File: config.mk
export PLATFORM = sky130hd
export DESIGN_NAME = usb_tx_ep_fifo
export DESIGN_NICKNAME = d
export VERILOG_FILES = /design/src/rtl/txfifo_pkg.sv /design/src/rtl/txf_slot_store.sv /design/src/rtl/txf_queue_ctrl.sv /design/src/rtl/txf_csr.sv /design/src/rtl/usb_tx_ep_fifo.sv
export SDC_FILE = /design/constraint.sdc
export NUM_CORES = 1
export LEC_CHECK = 0
export ABC_AREA = 1
export BUFFER_PORTS_ARGS = -buffer_cell sky130_fd_sc_hd__buf_2
export CAP_MARGIN = 10
export CORE_UTILIZATION = 50
export CTS_CLUSTER_DIAMETER = 200
export DETAILED_ROUTE_END_ITERATION = 8
export PLACE_DENSITY = 0.65
export RECOVER_POWER = 25
export SETUP_SLACK_MARGIN = 0.05
export SLEW_MARGIN = 20
export SYNTH_ARGS = -nofsm -noshare
export SYNTH_HDL_FRONTEND = slang
export SYNTH_SLANG_ARGS = --single-unit
File: constraint.sdc
create_clock -name clk -period 3.3 [get_ports clk]
set_clock_uncertainty 0.2 [all_clocks]
set_input_delay 0.66 -clock clk [delete_from_list [all_inputs] [get_ports clk]]
set_output_delay 0.66 -clock clk [all_outputs]
set_load 0.01 [all_outputs]
File: src/rtl/txfifo_pkg.sv
package txfifo_pkg;

    localparam int SLOTS      = 2;
    localparam int SLOT_BYTES = 64;

    // control/status bit positions (firmware-visible)
    localparam int B_READY  = 0;
    localparam int B_NEMPTY = 1;
    localparam int B_OVR    = 2;
    localparam int B_FLUSH  = 3;

    typedef logic slot_id_t;

    typedef struct packed {
        logic [3:0] spare;
        logic       flush;
        logic       overrun;
        logic       not_empty;
        logic       ready;
    } ep_csr_t;

    function automatic slot_id_t next_slot(slot_id_t s, logic dbl);
        return dbl ? ~s : 1'b0;
    endfunction

    function automatic logic [1:0] slot_cap(logic dbl);
        return dbl ? 2'd2 : 2'd1;
    endfunction

endpackage

File: src/rtl/txf_slot_store.sv
module txf_slot_store
    import txfifo_pkg::*;
#(
    parameter int DEPTH = SLOT_BYTES,
    parameter int W     = 8,
    localparam int IW   = $clog2(DEPTH)
) (
    input  logic          clk,
    input  logic          we,
    input  slot_id_t      w_slot,
    input  logic [IW-1:0] w_idx,
    input  logic [W-1:0]  w_data,
    input  slot_id_t      r_slot,
    input  logic [IW-1:0] r_idx,
    output logic [W-1:0]  r_data
);

    logic [W-1:0] bank_q [SLOTS];

    for (genvar s = 0; s < SLOTS; s++) begin : g_bank
        logic [W-1:0] cells [DEPTH];

        always_ff @(posedge clk) begin
            if (we && w_slot == slot_id_t'(s)) begin
                cells[w_idx] <= w_data;
            end
        end

        assign bank_q[s] = cells[r_idx];
    end

    assign r_data = bank_q[r_slot];

endmodule

File: src/rtl/txf_queue_ctrl.sv
module txf_queue_ctrl
    import txfifo_pkg::*;
#(
    parameter int DEPTH = SLOT_BYTES,
    localparam int LW   = $clog2(DEPTH + 1),
    localparam int IW   = $clog2(DEPTH)
) (
    input  logic          clk,
    input  logic          rst,
    input  logic          dbl_en,
    input  logic          wr_valid,
    input  logic          commit_req,
    input  logic          flush_req,
    input  logic          tx_rd,
    input  logic          tx_sent,
    output logic          wr_accept,
    output slot_id_t      wr_slot,
    output logic [IW-1:0] wr_idx,
    output slot_id_t      rd_slot,
    output logic [LW-1:0] rd_cnt,
    output logic [LW-1:0] head_len,
    output logic [1:0]    q_cnt,
    output logic          is_full,
    output logic          overrun_evt
);

    logic [LW-1:0] fill [SLOTS];
    slot_id_t      wptr, rptr, tail_slot;
    logic [1:0]    qcnt;
    logic [LW-1:0] rcnt;
    logic          busy;
    logic          full, eff_busy, pop_head, drop_tail, push;

    always_comb begin
        full        = qcnt >= slot_cap(dbl_en);
        wr_accept   = wr_valid && !full && (fill[wptr] != LW'(DEPTH));
        push        = commit_req && !full;
        eff_busy    = busy || tx_sent || (tx_rd && qcnt != 2'd0);
        pop_head    = (qcnt != 2'd0) && (tx_sent || (flush_req && !eff_busy));
        drop_tail   = flush_req && eff_busy && (qcnt == 2'd2);
        tail_slot   = next_slot(rptr, dbl_en);
        overrun_evt = (wr_valid && !wr_accept) || (commit_req && full);
    end

    always_ff @(posedge clk) begin
        if (rst) begin
            wptr <= 1'b0;
            rptr <= 1'b0;
            qcnt <= 2'd0;
            rcnt <= '0;
            busy <= 1'b0;
        end else begin
            qcnt <= qcnt + {1'b0, push} - {1'b0, pop_head} - {1'b0, drop_tail};
            if (pop_head) begin
                rptr <= next_slot(rptr, dbl_en);
                rcnt <= '0;
                busy <= 1'b0;
            end else if (tx_rd && qcnt != 2'd0) begin
                busy <= 1'b1;
                if (rcnt < fill[rptr]) begin
                    rcnt <= rcnt + LW'(1);
                end
            end
            if (drop_tail) begin
                wptr <= tail_slot;
            end else if (push) begin
                wptr <= next_slot(wptr, dbl_en);
            end
        end
    end

    for (genvar s = 0; s < SLOTS; s++) begin : g_fill
        logic clr;
        assign clr = (pop_head && rptr == slot_id_t'(s)) ||
                     (drop_tail && tail_slot == slot_id_t'(s));

        always_ff @(posedge clk) begin
            if (rst || clr) begin
                fill[s] <= '0;
            end else if (wr_accept && wptr == slot_id_t'(s)) begin
                fill[s] <= fill[s] + LW'(1);
            end
        end
    end

    assign wr_slot  = wptr;
    assign wr_idx   = fill[wptr][IW-1:0];
    assign rd_slot  = rptr;
    assign rd_cnt   = rcnt;
    assign head_len = fill[rptr];
    assign q_cnt    = qcnt;
    assign is_full  = full;

endmodule

File: src/rtl/txf_csr.sv
module txf_csr
    import txfifo_pkg::*;
(
    input  logic       clk,
    input  logic       rst,
    input  logic       wr_en,
    input  logic [7:0] wr_data,
    input  logic [1:0] q_cnt,
    input  logic       is_full,
    input  logic       overrun_evt,
    output logic       commit_req,
    output logic       flush_req,
    output logic [7:0] rd_data
);

    logic    ovr;
    ep_csr_t view;
    logic    sig_unused;

    assign sig_unused = ^{wr_data[7:4], wr_data[B_NEMPTY]};

    always_ff @(posedge clk) begin
        if (rst) begin
            ovr <= 1'b0;
        end else if (overrun_evt) begin
            ovr <= 1'b1;
        end else if (wr_en && wr_data[B_OVR]) begin
            ovr <= 1'b0;
        end
    end

    always_comb begin
        commit_req     = wr_en && wr_data[B_READY] && !wr_data[B_FLUSH];
        flush_req      = wr_en && wr_data[B_FLUSH];
        view           = '0;
        view.ready     = is_full;
        view.not_empty = (q_cnt != 2'd0);
        view.overrun   = ovr;
        rd_data        = view;
    end

endmodule

File: src/rtl/usb_tx_ep_fifo.sv
module usb_tx_ep_fifo
    import txfifo_pkg::*;
#(
    parameter int DEPTH = SLOT_BYTES
) (
    input  logic                       clk,
    input  logic                       rst,
    input  logic                       dbl_buf_en,
    input  logic                       wr_valid,
    input  logic [7:0]                 wr_data,
    input  logic                       csr_wr_en,
    input  logic [7:0]                 csr_wr_data,
    output logic [7:0]                 csr_rd_data,
    output logic                       tx_pkt_valid,
    output logic [$clog2(DEPTH+1)-1:0] tx_len,
    output logic [7:0]                 tx_data,
    output logic                       tx_last,
    input  logic                       tx_rd,
    input  logic                       tx_sent
);

    localparam int LW = $clog2(DEPTH + 1);
    localparam int IW = $clog2(DEPTH);

    logic          commit_req, flush_req, wr_accept, is_full, overrun_evt;
    slot_id_t      wr_slot, rd_slot;
    logic [IW-1:0] wr_idx;
    logic [LW-1:0] rd_cnt, head_len;
    logic [1:0]    q_cnt;

    txf_csr u_csr (
        .clk         (clk),
        .rst         (rst),
        .wr_en       (csr_wr_en),
        .wr_data     (csr_wr_data),
        .q_cnt       (q_cnt),
        .is_full     (is_full),
        .overrun_evt (overrun_evt),
        .commit_req  (commit_req),
        .flush_req   (flush_req),
        .rd_data     (csr_rd_data)
    );

    txf_queue_ctrl #(.DEPTH(DEPTH)) u_queue (
        .clk         (clk),
        .rst         (rst),
        .dbl_en      (dbl_buf_en),
        .wr_valid    (wr_valid),
        .commit_req  (commit_req),
        .flush_req   (flush_req),
        .tx_rd       (tx_rd),
        .tx_sent     (tx_sent),
        .wr_accept   (wr_accept),
        .wr_slot     (wr_slot),
        .wr_idx      (wr_idx),
        .rd_slot     (rd_slot),
        .rd_cnt      (rd_cnt),
        .head_len    (head_len),
        .q_cnt       (q_cnt),
        .is_full     (is_full),
        .overrun_evt (overrun_evt)
    );

    txf_slot_store #(.DEPTH(DEPTH), .W(8)) u_store (
        .clk    (clk),
        .we     (wr_accept),
        .w_slot (wr_slot),
        .w_idx  (wr_idx),
        .w_data (wr_data),
        .r_slot (rd_slot),
        .r_idx  (rd_cnt[IW-1:0]),
        .r_data (tx_data)
    );

    assign tx_pkt_valid = (q_cnt != 2'd0);
    assign tx_len       = head_len;
    assign tx_last      = tx_pkt_valid && (head_len != '0) &&
                          (rd_cnt + LW'(1) == head_len);

endmodule

==> impl_metrics.json, run 1 <==
{
  "status": "finished, violations left",
  "violations": "capacitance limit, slew limit, setup timing",
  "layout_min_cycle_time_ns": 3.746,
  "rows": 108,
  "worstHoldEndpoint": "u_csr.ovr",
  "grt_start_max_net_pins": 129,
  "cp_max_fo": 18,
  "drt_first_iter_violations": 3528,
  "cp_cell_sequence": "buf_12, buf_6, buf_4, clkbuf_16, nand2_1, nand3_1, nand3_1, nand3_1, nand2_1, nand2_1, nand3_2, nand2_1, nand2_1, nand2_2, buf_6",
  "fp.dieW_um": 298.9,
  "finalWorstSetupSlack_ns": -0.4462,
  "slew_violations": 394,
  "vias": 30300,
  "antenna_found_initial": 1,
  "yosysSeqAreaShare": 0.7165,
  "rsz0062_at_grt": "true",
  "fin_setup_tns_ns": -3.017,
  "synth_largest_area_cell": "edfxtp_1",
  "core_area_um2": 87020,
  "layout-drive-gt1-share": 0.1440,
  "htreeDepth": 3,
  "critPathLaunchType": "flip-flop",
  "overflow": 0,
  "syn-cell-area_um2": 44090,
  "max_stage_delay_ns": 0.39,
  "async_flop_share": 0,
  "wl_per_cell_um": 22.28,
  "slowest_stage": "dfxtp_4",
  "gp_congestion": 0.8566,
  "finish.utilization": 0.5995,
  "reg2reg_slack_ns": 0.30,
  "firstDrtPassIters": 6,
  "cts_tree": "built",
  "reg2regPathDepth": 7,
  "fillCellCount": 6808,
  "hp-start": "wr_valid",
  "synthToLayoutAreaGrowth_pct": 18.34,
  "relSlewSlack": -1.021,
  "hold_depth": 3,
  "drc": 0,
  "worst_pin_slew_ns": 3.032,
  "synth_area_leaders": "edfxtp_1 71%, nand2_1 11%, nand3_1 11%",
  "crit_arrival_ns": 2.89,
  "ys_ff_latch": 1059,
  "hold_violations": 0,
  "required_ns": 2.44,
  "hpwl_um": 67500,
  "powerDensity_nw_per_um2": 819.3,
  "num-nets-final": 4126,
  "grt_pass1_vias": 27970,
  "synth-edff-count": 1038,
  "p_leak_nw": 19.07,
  "grt_usage": 0.2549,
  "setup-violations-final": 8,
  "synth_ff_type": "edfxtp_1",
  "pin_count": 48,
  "via_per_inst": 5.677,
  "post_synth_num_cell_types": 43,
  "end_kind": "primary output",
  "min_path_type": "in2reg",
  "multiInputGateArea_um2": 11310,
  "power_w": 0.04274,
  "hold_ws_ns": 0.06507,
  "cpMostUsedCell": "nand2_1",
  "max_freq_ghz": 0.2669,
  "cts_buffer_depth": 3,
  "fin_crit_sh": 1.135,
  "postSynthCellCount": 3883,
  "initial_core_util": 0.5066,
  "dp_slack_ns": 0.1469,
  "drtAntennaViolNets": 0,
  "r2r_end": "u_store.g_bank[1].cells[35][1]",
  "critPathKind": "reg2out",
  "finalWirelength_um": 118900,
  "cts_inserted_buffers": 109,
  "cts_sinks": 1059,
  "seq_area_um2": 31610,
  "portBuffers": 37,
  "synth_most_common_cell": "nand2_1",
  "ys_warn_count": 0,
  "die_area_um2": 89370,
  "synth_common_cells": "1308 x nand2_1, 1038 x edfxtp_1, 935 x nand3_1",
  "cts-root-buf": "clkbuf_16",
  "synth_top_area_frac": 0.7070,
  "avgSynthCellArea_um2": 11.35,
  "clock_latency_ns": 0.68,
  "drv_cap": 7,
  "die_h_um": 298.9,
  "max-vdd-ir-drop_v": 0.0006935,
  "grt_pass1_wl_um": 171200,
  "n_antenna_cell": 0,
  "clkSlewWorstSetupHoldPaths_ns": 0.06
}
[cells by family after synthesis]
family          Yosys count  share of synthesized area
compound gates           49                   0.006301
flops                  1059                     0.7165
fa+ha+maj                14                   0.004144
simple gates           2430                     0.2357
buf+inv                 315                    0.03425
other cells               1                 0.00008506
xor+xnor                 15                   0.002980
[worst max-delay path, delay by kind of cell, from the launching register on]
family	cells	cell delay, ns
flip-flops	1	0.39
AND/OR/NAND/NOR	10	1.08
buffers and inverters	5	0.73
[placed cells by master (no fill, tap or decap), types with 12 or more instances in the layout]
cell	netlist	layout
nand2_1	1308	1284
edfxtp_1	1038	1038
dfxtp_1	21	14
inv_1	64	61
clkbuf_1	58	26
clkinv_2	0	23
buf_16	0	26
a21oi_1	14	14
buf_6	12	21
buf_4	10	196
buf_12	0	28
nand2_2	1	22
nand3_2	1	44
clkinv_1	0	19
nor2_1	156	155
nand3_1	935	892
buf_2	141	25
clkbuf_16	0	131
nor2_2	11	12
ha_1	13	12
o21ai_0	17	15
[worst max-delay path by stage]
stage	end	slack (ns)	cells after the start
2_1_floorplan	u_queue.q_cnt[1]	0.43	12
3_3_place_gp	tx_data[4]	0.14	13
3_5_place_dp	tx_data[4]	0.15	13
4_1_cts	tx_data[3]	-0.46	14
5_1_grt	tx_data[1]	-0.52	15
6_report	tx_data[2]	-0.45	15
[where the power goes]
group | leakage (nW) | internal (W) | switching [W]
clock | 1.76 | 0.00721 | 0.00516
sequential | 9.53 | 0.0151 | 0.000218
combinational | 7.78 | 0.00516 | 0.00992
total | 19.1 | 0.0274 | 0.0153
[cell type report]
class / count / area share
clock buffer: 137 / 0.05672
clock inverter: 67 / 0.01257
inverter: 69 / 0.006139
multi-input combinational: 2513 / 0.2167
sequential: 1059 / 0.6059
tap: 1155 / 0.02770
timing repair buffer: 335 / 0.07367
timing repair inverter: 2 / 0.0005995
[per-layer routing]
metal	track usage	vias up	share of wire	wire length, um
met5	0	-	0	0
met4	0.07920	0	0.027	3238
met3	0.04326	192	0.085	10100
met2	0.4015	1357	0.47	55970
met1	0.3636	14760	0.42	49600
li1	-	13990	-	-
[timing repair]
item,in CTS,in global routing
endpoints found under the hold margin,2,0
endpoints found under the setup margin,9,9
pin swaps,0,27
gates resized for setup,38,117
buffers inserted,6,25
gates cloned,9,20
hold buffers,1,0
[through the flow]
step | std cells | cell area, um2
floorplan | 3887 | 44100
global placement | 5072 | 46890
detailed placement | 5072 | 46890
CTS | 5292 | 51070
global route | 5337 | 52170
finish | 5337 | 52170
[registers in the layout, summed over array words and instances (netlist names), named ones only]
signal                count
u_queue.rd_cnt            7
u_store.g_bank.cells   1024
u_csr.ovr                 1
u_queue.fill             14
u_queue.rd_slot           1
u_queue.wr_slot           1
u_queue.busy              1
u_queue.q_cnt             2
(Power assumes the default switching activity.)
==> inputs of run 2 (changes only) <==
ABC_AREA = default   (was 1)
==> run 2 against run 1 <==
Effect of this change: final area fell by 1.5%; flip-flop and latch count unchanged; critical path depth fell by 6; largest power group unchanged; register-to-register slack got worse by 0.06 ns; via count is 26% lower; die area down 5.5%; critical endpoint is now tx_data[5]; routed wire length is 14% lower; the flow still finishes with violations (capacitance limit, slew limit, setup timing).
==> impl_metrics.json, run 2 <==
{
  "status": "finished, violations left",
  "violations": "capacitance limit, slew limit, setup timing",
  "required_ns": 2.44,
  "initial_core_util": 0.5062,
  "synthToLayoutAreaGrowth_pct": 23.46,
  "finalWorstSetupSlack_ns": -0.6454,
  "grt_pass1_wl_um": 151600,
  "end_kind": "primary output",
  "final_cell_mix": "1038 x edfxtp_1, 257 x buf_4, 192 x mux4_2, 160 x nor2_1, 133 x mux2i_1",
  "grt_usage": 0.2455,
  "layout-drive-gt1-share": 0.3673,
  "cp_max_fo": 6,
  "yosysSeqAreaShare": 0.7588,
  "power_w": 0.03180,
  "fp.dieW_um": 290.6,
  "firstDrtPassIters": 6,
  "largest_register": "u_store.g_bank.cells",
  "cts_tree": "built",
  "num-nets-final": 2597,
  "grt_start_max_net_pins": 89,
  "pin_count": 48,
  "pwr-share-clk": 0.385,
  "powerDensity_nw_per_um2": 618.8,
  "grt_pass1_vias": 22910,
  "r2r_end": "u_queue.rd_cnt[5]",
  "synth_largest_area_cell": "edfxtp_1",
  "pwr-share-seq": 0.474,
  "die_area_um2": 84420,
  "portBuffers": 37,
  "hold_ws_ns": 0.09550,
  "critPathKind": "reg2out",
  "avgSynthCellArea_um2": 19.14,
  "ys_ff_latch": 1059,
  "fillCellCount": 5597,
  "r2r_start": "u_queue.fill[1][1]",
  "largest_reg_flops": 1024,
  "clock_latency_ns": 0.67,
  "htreeDepth": 3,
  "layout_min_cycle_time_ns": 3.945,
  "post_synth_num_cell_types": 55,
  "setup-violations-final": 9,
  "ys_warn_count": 0,
  "antenna_found_initial": 1,
  "crit_arrival_ns": 3.09,
  "reg2regPathDepth": 8,
  "overflow": 0,
  "finalWirelength_um": 102700,
  "wl_per_cell_um": 27.58,
  "drv_cap": 6,
  "slew_violations": 260,
  "switchingPower_w": 0.007620,
  "hp-start": "rst",
  "min_path_type": "in2reg",
  "worst_pin_slew_ns": 2.567,
  "cts_hold_buf": 0,
  "hold_violations": 0,
  "multiInputGateArea_um2": 10770,
  "cts-root-buf": "clkbuf_16",
  "fin_setup_tns_ns": -4.764,
  "p_comb_frac": 0.142,
  "postSynthCellCount": 2175,
  "synth-edff-count": 1038,
  "cts_sinks": 1059,
  "worstHoldEndpoint": "u_queue.q_cnt[1]",
  "die_h_um": 290.6,
  "synth_ff_type": "edfxtp_1",
  "core_area_um2": 82240,
  "synth_common_cells": "1038 x edfxtp_1, 192 x mux4_2, 161 x nor2_1",
  "syn-cell-area_um2": 41630,
  "swShare": 0.2396,
  "layout_commonest_cell": "edfxtp_1",
  "rsz0062_at_grt": "true",
  "max_freq_ghz": 0.2535,
  "seq_area_um2": 31610,
  "critPathLaunchType": "flip-flop",
  "cts_buffer_depth": 3,
  "async_flop_share": 0,
  "synth_area_leaders": "edfxtp_1 75%, mux4_2 10%, mux2i_1 3.3%",
  "synth_most_common_cell": "edfxtp_1",
  "drt_first_iter_violations": 2221,
  "rows": 105,
  "gp_congestion": 0.8704,
  "drtAntennaViolNets": 0,
  "n_antenna_cell": 0,
  "p_int_w": 0.02419,
  "relSlewSlack": -0.7111,
  "hold_depth": 2,
  "cts_inserted_buffers": 107,
  "synth_top_area_frac": 0.7487,
  "drc": 0,
  "clkSlewWorstSetupHoldPaths_ns": 0.07,
  "max-vdd-ir-drop_v": 0.0005198,
  "reg2reg_slack_ns": 0.24,
  "fin_crit_sh": 1.196,
  "via_per_inst": 6.034,
  "hpwl_um": 62370,
  "p_leak_nw": 16.44,
  "vias": 22460
}
==> run 2: cell count changes after synthesis, moves of 63 or more <==
cell / delta
a22oi_1: +63
buf_2: -100
mux2i_1: +136
mux4_2: +192
nand2_1: -1192
nand3_1: -912
==> run 2: layout make-up <==
| cell class | instances | area share |
|---|---|---|
| clock buffer | 128 | 0.05441 |
| clock inverter | 73 | 0.01507 |
| inverter | 15 | 0.001095 |
| multi-input combinational | 985 | 0.2096 |
| sequential | 1059 | 0.6150 |
| tap | 1070 | 0.02605 |
| timing repair buffer | 392 | 0.07880 |
==> run 2: through the flow <==
step,cell area (um2),setup slack [ns],cells,util
4_1_cts,51200,-0.5919,3717,0.6226
2_1_floorplan,41650,0.1848,2179,-
3_5_place_dp,45490,-0.6257,3457,0.5532
6_report,51400,-0.6454,3722,0.6250
5_1_grt,51400,-0.7084,3722,0.6250
3_3_place_gp,45490,-0.6290,3457,0.5532
==> run 2: how the worst max path moves through the flow <==
stage	from	to	slack (ns)	cells after the start
2_1_floorplan	dbl_buf_en	u_store.g_bank[0].cells[18][0]	0.18	9
3_3_place_gp	flip-flop	tx_data[5]	-0.63	9
3_5_place_dp	flip-flop	tx_data[5]	-0.63	9
4_1_cts	flip-flop	tx_data[3]	-0.59	9
5_1_grt	flip-flop	tx_data[5]	-0.71	9
6_report	flip-flop	tx_data[5]	-0.65	9
==> run 2: kinds of logic after synthesis <==
family,count (synthesis),share of synthesized area
flip-flops,1059,0.7588
AND/OR/NAND/NOR,384,0.04190
multiplexers,333,0.1383
AO/OA/AOI/OAI,229,0.03805
buffers and inverters,135,0.01431
XOR/XNOR,20,0.004208
adder cells (fa/ha/maj),14,0.004388
other,1,0.00009008
==> run 2: power groups by stage <==
| stage | registers [W] | logic (W) | clock network, W |
|---|---|---|---|
| 6_report | 0.0151 | 0.00451 | 0.0122 |
| 5_1_grt | 0.0151 | 0.00475 | 0.0129 |
| 4_1_cts | 0.0151 | 0.00442 | 0.0124 |
| 3_5_place_dp | 0.0153 | 0.00353 | 0 |
| 3_3_place_gp | 0.0153 | 0.00348 | 0 |
| 2_1_floorplan | 0.0153 | 0.00205 | 0 |
==> run 2: critical path, cell delays in order (launching register included) <==
cell and delay [ns]:
dfxtp_4 0.39, or3b_4 0.49, buf_12 0.18, buf_16 0.15, o22ai_4 0.17, a211oi_4 0.08, nand2_2 0.12, nand3_2 0.11
nor4_4 0.49, buf_2 0.23
==> run 2: what timing repair did <==
action / 4_1_cts / 5_1_grt
gates resized for setup: 260 / 51
buffers inserted: 42 / 8
endpoints found under the setup margin: 9 / 34
cloned: 18 / 0
pin swaps: 76 / 40
==> run 2: layer usage <==
metal | vias to the layer above | part of all wire | GRT usage
met5 | - | 0 | 0
met4 | 0 | 0.029 | 0.07098
met3 | 170 | 0.065 | 0.04145
met2 | 816 | 0.49 | 0.4008
met1 | 11830 | 0.41 | 0.3430
li1 | 9647 | - | -
